## src/rtl/setpoint_pkg.sv

```systemverilog
`timescale 1ns/1ps
package setpoint_pkg;
  // Half-scale preset code for a W-bit counter: 2^(W-1)-1
  function automatic int unsigned half_code(int unsigned w);
    return (32'd1 << (w - 1)) - 32'd1;
  endfunction

  // One downward step with wrap from zero to full scale
  function automatic int unsigned step_down(int unsigned c, int unsigned w);
    return (c == 0) ? ((32'd1 << w) - 32'd1) : (c - 32'd1);
  endfunction
endpackage

```

## src/rtl/sp_sync.sv

```systemverilog
`timescale 1ns/1ps
module sp_sync #(
  parameter int W      = 2,
  parameter int STAGES = 2
) (
  input  logic         clk,
  input  logic         rst_n,
  input  logic [W-1:0] d,
  output logic [W-1:0] q
);
  logic [W-1:0] stg [STAGES];

  always_ff @(posedge clk or negedge rst_n) begin
    if (!rst_n) begin
      for (int i = 0; i < STAGES; i++) stg[i] <= '0;
    end else begin
      stg[0] <= d;
      for (int i = 1; i < STAGES; i++) stg[i] <= stg[i-1];
    end
  end

  assign q = stg[STAGES-1];
endmodule

```

## src/rtl/sp_width_mon.sv

```systemverilog
`timescale 1ns/1ps
module sp_width_mon #(
  parameter int MIN_CYC = 5
) (
  input  logic clk,
  input  logic rst_n,
  input  logic chg,
  output logic err
);
  localparam int CNT_W = $clog2(MIN_CYC + 1);
  localparam logic [CNT_W-1:0] MIN_V = CNT_W'(MIN_CYC);

  logic [CNT_W-1:0] run_cnt;
  logic             seen;
  logic             short_evt;

  // A phase ends at chg; run_cnt then holds its length in cycles
  assign short_evt = chg && seen && (run_cnt < MIN_V);

  always_ff @(posedge clk or negedge rst_n) begin
    if (!rst_n) begin
      run_cnt <= '0;
      seen    <= 1'b0;
      err     <= 1'b0;
    end else begin
      if (chg)                 run_cnt <= CNT_W'(1);
      else if (run_cnt < MIN_V) run_cnt <= run_cnt + CNT_W'(1);
      if (chg) seen <= 1'b1;
      if (short_evt) err <= 1'b1;
    end
  end

  assert_err_sticky_R8: assert property (@(posedge clk) disable iff (!rst_n)
    err |=> err);
  assert_err_cause_R8: assert property (@(posedge clk) disable iff (!rst_n)
    $rose(err) |-> $past(chg));
endmodule

```

## src/rtl/sp_channel.sv

```systemverilog
`timescale 1ns/1ps
module sp_channel
  import setpoint_pkg::*;
#(
  parameter int W           = 5,
  parameter int SYNC_STAGES = 2,
  parameter int MIN_CYC     = 5
) (
  input  logic         clk,
  input  logic         rst_n,
  input  logic         en_a,
  input  logic         adj_a,
  output logic [W-1:0] code,
  output logic         on,
  output logic         err
);
  localparam logic [W-1:0] HALF = W'(half_code(W));

  logic [1:0] sync_q;
  logic       en_s, adj_s, adj_d;
  logic       adj_rise, adj_chg;
  logic       preset_evt, step_evt;

  sp_sync #(.W(2), .STAGES(SYNC_STAGES)) u_sync (
    .clk(clk), .rst_n(rst_n), .d({en_a, adj_a}), .q(sync_q)
  );
  assign en_s  = sync_q[1];
  assign adj_s = sync_q[0];

  always_ff @(posedge clk or negedge rst_n) begin
    if (!rst_n) adj_d <= 1'b0;
    else        adj_d <= adj_s;
  end

  assign adj_rise   = adj_s && !adj_d;
  assign adj_chg    = adj_s ^ adj_d;
  assign preset_evt = !en_s && adj_s;
  assign step_evt   = en_s && adj_rise;

  always_ff @(posedge clk or negedge rst_n) begin
    if (!rst_n) begin
      code <= HALF;
      on   <= 1'b0;
    end else begin
      if (preset_evt)    code <= HALF;
      else if (step_evt) code <= W'(step_down(32'(code), W));
      on <= en_s;
    end
  end

  sp_width_mon #(.MIN_CYC(MIN_CYC)) u_mon (
    .clk(clk), .rst_n(rst_n), .chg(adj_chg), .err(err)
  );

  assert_preset_R3: assert property (@(posedge clk) disable iff (!rst_n)
    preset_evt |=> (code == HALF) && !on);
  assert_step_R2: assert property (@(posedge clk) disable iff (!rst_n)
    step_evt |=> code == W'(step_down(32'($past(code)), W)));
  assert_hold_R5: assert property (@(posedge clk) disable iff (!rst_n)
    (!preset_evt && !step_evt) |=> $stable(code));
  assert_no_step_off_R7: assert property (@(posedge clk) disable iff (!rst_n)
    !en_s |=> (code == $past(code)) || (code == HALF));
endmodule

```

## src/rtl/setpoint_pair.sv

```systemverilog
`timescale 1ns/1ps
module setpoint_pair #(
  parameter int BRT_W         = 5,
  parameter int CON_W         = 6,
  parameter int SYNC_STAGES   = 2,
  parameter int MIN_PHASE_CYC = 5
) (
  input  logic             clk,
  input  logic             rst_n,
  input  logic             brt_en,
  input  logic             brt_adj,
  input  logic             con_en,
  input  logic             con_adj,
  output logic [BRT_W-1:0] brt_code,
  output logic             brt_on,
  output logic             brt_err,
  output logic [CON_W-1:0] con_code,
  output logic             con_on,
  output logic             con_err
);
  sp_channel #(.W(BRT_W), .SYNC_STAGES(SYNC_STAGES), .MIN_CYC(MIN_PHASE_CYC)) u_brt (
    .clk(clk), .rst_n(rst_n), .en_a(brt_en), .adj_a(brt_adj),
    .code(brt_code), .on(brt_on), .err(brt_err)
  );

  sp_channel #(.W(CON_W), .SYNC_STAGES(SYNC_STAGES), .MIN_CYC(MIN_PHASE_CYC)) u_con (
    .clk(clk), .rst_n(rst_n), .en_a(con_en), .adj_a(con_adj),
    .code(con_code), .on(con_on), .err(con_err)
  );
endmodule

```

## config.mk

```make
export PLATFORM = sky130hd
export DESIGN_NAME = setpoint_pair
export DESIGN_NICKNAME = d
export VERILOG_FILES = /design/src/rtl/setpoint_pkg.sv /design/src/rtl/sp_sync.sv /design/src/rtl/sp_width_mon.sv /design/src/rtl/sp_channel.sv /design/src/rtl/setpoint_pair.sv
export SDC_FILE = /design/constraint.sdc
export NUM_CORES = 1
export LEC_CHECK = 0
export BUFFER_PORTS_ARGS = -buffer_cell sky130_fd_sc_hd__buf_2
export CAP_MARGIN = 25
export CORE_MARGIN = 4
export CORE_UTILIZATION = 59
export DETAILED_ROUTE_END_ITERATION = 8
export GPL_TIMING_DRIVEN = 0
export PLACE_DENSITY_LB_ADDON = 0.08
export SLEW_MARGIN = 20
export SYNTH_ARGS = -nofsm -noshare
export SYNTH_HDL_FRONTEND = slang
export SYNTH_SLANG_ARGS = --single-unit
```

## constraint.sdc

```tcl
create_clock -name clk -period 3.02 [get_ports clk]
set_clock_uncertainty 0.05 [all_clocks]
set_input_delay 0.151 -clock clk [delete_from_list [all_inputs] [get_ports clk]]
set_output_delay 0.151 -clock clk [all_outputs]
set_load 0.01 [all_outputs]
```

### Yosys cells after proc, flatten, opt, wreduce, memory -nomap -nowiden

Index checks and enable logic that the tools add are counted.

| cells by class | value |
|---|---|
| muxes and demuxes | 10 |
| bitwise gates (word level) | 2 |
| reductions and logical operators | 20 |
| order comparisons | 2 |
| add/sub/neg operators | 4 |

Operator list:

| kind | number |
|---|---|
| 2-to-1 mux 6 bit | 3 |
| 2-to-1 mux 5 bit | 3 |
| 2-to-1 mux 3 bit | 4 |
| logical AND 1 bit | 10 |
| nonzero test 2 bit | 4 |
| adder 3 x 1 -> 3 bit (second input constant) | 2 |
| zero test 6 bit | 1 |
| less-than comparator 3 bit (second input constant) | 2 |
| subtractor 6 x 1 -> 6 bit (second input constant) | 1 |
| zero test 5 bit | 1 |
| subtractor 5 x 1 -> 5 bit (second input constant) | 1 |
| zero test 1 bit | 4 |
| XOR 1 bit | 2 |

| word-level totals | value |
|---|---|
| word-level logic and storage cells | 54 |
| input bits | 6 |
| flip-flop bits (word level) | 33 |
| output and inout bits | 15 |

### Depth between registers and ports, before layout

| logic depth | value |
|---|---|
| word-level depth | 5 |
| depth in mapped cells | 6 |
| gate-level depth less buffers | 6 |

### Hierarchy

Synthesis repeated with hierarchy kept, for this count alone.

| second synthesis, totals | value |
|---|---|
| cells, all modules | 128 |
| area total of the unflattened synthesis | 1510.2 um^2 |

By module, submodules not included:

| module | times used | cells each | area an instance (um^2) | seq. area each (um^2) |
|---|---|---|---|---|
| sp_channel at u_con | 1 | 46 | 464.2 | 206.4 |
| sp_width_mon | 2 | 18 | 226.5 | 125.1 |
| sp_channel at u_brt | 1 | 34 | 362.8 | 180.2 |
| sp_sync | 2 | 6 | 115.1 | 100.1 |

### Worst setup path after synthesis

OpenSTA, ideal clock, no wires.

| timing | value |
|---|---|
| path type | reg2reg |
| start | register u_con.adj_d |
| end | register u_con.code[4] |
| setup slack | 1.523 ns |
| stages on the path, launching flop included | 7 |
| required time | 2.893 ns |
| data arrival time | 1.370 ns |
| path buffers | 0 |
| period minus slack after synthesis | 1.497 ns |
| library setup time | 0.077 ns |
| cells stage by stage | dfrtp_1 -> inv_1 -> ha_1 -> mux2_4 -> nand3b_4 -> or4b_1 -> o21a_1 |

| on the way | value |
|---|---|
| word-level cells in the longest chain between the ends | 4 |

RTL lines:

| what | RTL line | RTL |
|---|---|---|
| start: declaration | sp_channel.sv:20 | `logic en_s, adj_s, adj_d;` |
| start signal: assignment | sp_channel.sv:32 | `else adj_d <= adj_s;` |
| zero test 1 bit | sp_channel.sv:35 | `assign adj_rise = adj_s && !adj_d;` |
| logical AND 1 bit | sp_channel.sv:35 |  |
| logical AND 1 bit | sp_channel.sv:38 | `assign step_evt = en_s && adj_rise;` |
| nonzero test 2 bit (no source line) | n/a |  |
| end signal: assignment | sp_channel.sv:46 | `else if (step_evt) code <= W'(step_down(32'(code), W));` |
| end: declaration | sp_channel.sv:13 | `output logic [W-1:0] code,` |

No other way between the ends.
A chain may end at the register's enable or synchronous reset.

### Worst setup path after layout

Same ends and word-level chain as after synthesis.

==> results by group <==
Hold path
  – Endpoint of the worst hold-timing path: u_con.u_sync.q[0]
  – Worst min-delay path category: flip-flop to flip-flop
  – Source of the worst hold timing path: u_con.u_sync.stg[2]
  – Worst hold path depth: 0

Run
  – MaxCap Viol Count: 0

Pwr
  – Proportion of total power due to net switching: 0.292
  – P_leak: between 0.7 and 0.8 nW
  – Switching pwr: 0.293 mW
  – Sequential share of power: 0.551
  – Clk pwr share: 0.277
  – Power density over the cells: 601 nW/um^2
  – Sum of internal, switching and leakage power: 1.00 mW
  – Gate power share: 0.171
  – Maximum VDD drop: 0.422 mV
  – Internal power consumption: 0.710 mW

Global route
  – Total routing usage reported by global routing: 0.178
  – Number of antenna violations at the first check in global routing: 0
  – Largest net degree at the start of global routing: 34
  – Remaining global-route overflow: 0
  – First-pass GRT wire length: 4440 um
  – Via count of the first global-routing pass: 1060

Synth
  – Simple-gate share of the synthesized area: 0.148
  – Share of the yosys chip area belonging to registers: 0.592
  – Synth Register Bits: 33
  – Post-synthesis instance total: 126
  – Share of the synthesized netlist area taken by xor and xnor gates: 0.0186
  – Synth warnings: 0
  – Top flip-flop cell by instance count after synthesis: dfrtp_1
  – Count of different cell masters after synthesis: 30
  – Complex-gate fraction of the synthesized area: 0.120
  – Ys async rst share: 1.00
  – Main combinational cell family by area after synthesis: simple AND/OR/NAND/NOR gates
  – Adder-Cell Fraction of Synth Area: 0.0619
  – Post-synthesis instance area: approximately 1400 um^2
  – Mapped Avg Cell Area: approximately 11 um^2
  – Mux share of post-synthesis cell area: 0.0248
  – Count of flip-flops with a built-in enable after synthesis: 0
  – Number of nets produced by synthesis: approximately 140

Timing
  – Time the worst path needs with I/O delays and setup: about 1600 ps
  – Tightest hold margin: around 300 ps
  – Post-route setup TNS: 0 ps
  – Count of final hold-check violations: 0
  – Share of the cycle needed by the critical path after routing: 0.529
  – Highest Clock Rate: 626 MHz
  – Worst-Margin Slew: just under 700 ps
  – Setup repair after global routing missed its margin: no
  – Final-report setup violation count: 0
  – Final Slew Violations: 0
  – Worst slew margin relative to its limit: 0.540

Placement
  – HPWL after DPL: 1850 um
  – Post-detailed-placement cell area: 1550 um^2
  – Total of buffers placed on input and output ports: 20
  – Final weighted congestion in routability-driven placement: between 0.7 and 0.8

Cells and area
  – Number of inserted diodes: 0
  – Ratio of cells with drive above 1 in the final layout: 0.264
  – Final std cell area, no fill: 1670 um^2
  – Most frequent cells in the layout: dfrtp_1, buf_2, nand2_1, inv_1, dfstp_2
  – Area growth syn-to-layout: 18.1%
  – Number of nets at the end of the flow: roughly 170
  – Count of fill cells added during filler insertion: 177
  – Most frequent standard cell in the layout excluding fill and tap cells: dfrtp_1

Setup path
  – Kind of start point of the critical path: flip-flop
  – Critical Path End Type: flip-flop
  – Register-to-register setup slack: 1420 ps
  – Cell-by-cell trace of the critical path: inv_1 > ha_1 > mux2_4 > nand3b_4 > or4b_1 > o21a_1
  – Highest net fanout along the worst path: 5
  – Reg2reg end: u_con.code[4]
  – R2R cell count: 6
  – Crit-path max cell delay: 470 ps
  – Kind of critical path: flip-flop to flip-flop
  – Cell with the largest stage delay on the worst path: or4b_1
  – WP data required: 3240 ps
  – CP arrival: 1810 ps
  – Worst r2r src: u_con.adj_d

Outcome
  – Run status: finished, final reports clean

Route
  – Routed length per placed instance: ~13 um
  – Remaining design rule violation count: 0
  – Total Wirelength: 2500 um
  – Detailed-route via count: 1034
  – Via-per-instance ratio: 5.53
  – Count of TritonRoute iterations in the first routing pass: 4
  – Detailed router's first-iteration violation count: 29
  – Antenna-violating nets left: 0

Clocking
  – CTS buffer count: 5
  – Post-CTS clock slew at the launch and capture registers of the worst setup and hold paths: 100 ps
  – CTS sink count: 33
  – Post-CTS repair timing setup buffer count: 0
  – Clock latency at the later pin of the worst-skew pair: about 330 ps
  – Clock tree from TritonCTS: built
  – Count of H-tree levels built during CTS: 2
  – Maximum count of clock buffers along a single path: 2
  – Cell chosen for the clock root: clkbuf_4

Floorplanning
  – I/O Pins: 21
  – Floorplan die area: 3240 um^2
  – Standard cell core area: approximately 2300 um^2
  – Width of the chip: 57.0 um
  – Placement Rows: 17
  – Vert. Die Dim: 57.0 um
  – Starting density of the core: 0.627
## synthesized netlist by cell type, types with 2 or more instances
cell type / count / share of area
o21a_1: 2 / 0.011
nand2b_1: 4 / 0.018
a22oi_1: 3 / 0.016
xnor2_1: 2 / 0.012
ha_1: 7 / 0.062
clkbuf_1: 2 / 0.0053
nor3_1: 5 / 0.018
a21oi_1: 6 / 0.021
a31oi_1: 3 / 0.013
dfrtp_1: 24 / 0.42
nand3_1: 4 / 0.014
a31o_2: 2 / 0.012
mux2i_1: 2 / 0.014
nor2_1: 6 / 0.016
inv_1: 11 / 0.029
o21ai_0: 8 / 0.028
dfstp_2: 9 / 0.17
nand2_1: 14 / 0.037
## critical path: cells and delay by family, from the launching register on
family,cells,cell delay (ps)
DFF,1,370
buffers and inverters,1,60
adders and majority gates,1,180
and+or+nand+nor,2,560
AOI/OAI and AO/OA,1,120
muxes,1,200
## final cells by class
class | instances | area, um^2 | share of cell area
sequential | 33 | 837 | 0.501
multi-input combinational | 80 | 528 | 0.316
timing repair buffer | 25 | 150 | 0.0900
clock buffer | 7 | 65.1 | 0.0390
inverter | 11 | 41.3 | 0.0247
tap | 28 | 35.0 | 0.0210
buffer | 2 | 7.51 | 0.00450
clock inverter | 1 | 5.00 | 0.00300
## logic make-up (layout without fill, tap and decap cells)
group                    Yosys count  after routing
AND/OR/NAND/NOR                   40             40
flip-flops                        33             33
AO/OA/AOI/OAI                     27             27
buffers and inverters             13             46
adder cells (fa/ha/maj)            7              7
XOR/XNOR                           3              3
multiplexers                       3              3
## layer usage
metal,vias to the layer above,GRT usage,wire (um)
met2,26,0.307,1270
met4,0,0.0728,25
met1,504,0.196,1030
met3,4,0.0679,175
met5,-,0,0
li1,500,-,-
## worst max path at each step
stage,slack (ps),from,end
final,1420,u_con.adj_d,u_con.code[4]
after floorplan,1520,u_con.adj_d,u_con.code[4]
after global placement,1480,u_con.adj_d,u_con.code[4]
after CTS,1420,u_con.adj_d,u_con.code[4]
after global routing,1310,u_con.adj_d,u_con.code[4]
after detailed placement,1430,u_con.adj_d,u_con.code[4]
## power by group through the flow
stage               sequential (mW)  combinational (mW)  clock (mW)
floorplan                     0.554               0.112           0
global placement              0.555               0.150           0
detailed placement            0.559               0.172           0
CTS                           0.552               0.177       0.287
global route                  0.566               0.198       0.309
finish                        0.553               0.172       0.278
## sequential cells by signal (all words and copies together), names as in the netlist, 2 cells and up
| signal | flops |
|---|---|
| u_con.u_sync.stg | 2 |
| u_brt.u_sync.q | 2 |
| u_con.u_sync.q | 2 |
| u_con.u_mon.run_cnt | 3 |
| u_brt.u_mon.run_cnt | 3 |
| u_brt.u_sync.stg | 2 |
| u_con.code | 6 |
| u_brt.code | 5 |
## stage by stage
step	instances	utilization	worst slack [ps]
after floorplan	126	-	1520
after global placement	174	0.687	1480
after detailed placement	174	0.687	1430
after CTS	187	0.740	1420
after global routing	187	0.740	1310
final	187	0.740	1420
## repair_timing
item | CTS | global route
endpoints found under the hold margin | 28 | 0
gates resized for setup | 0 | 0
hold buffers | 5 | 0
Power figures use the tool's default switching activity.
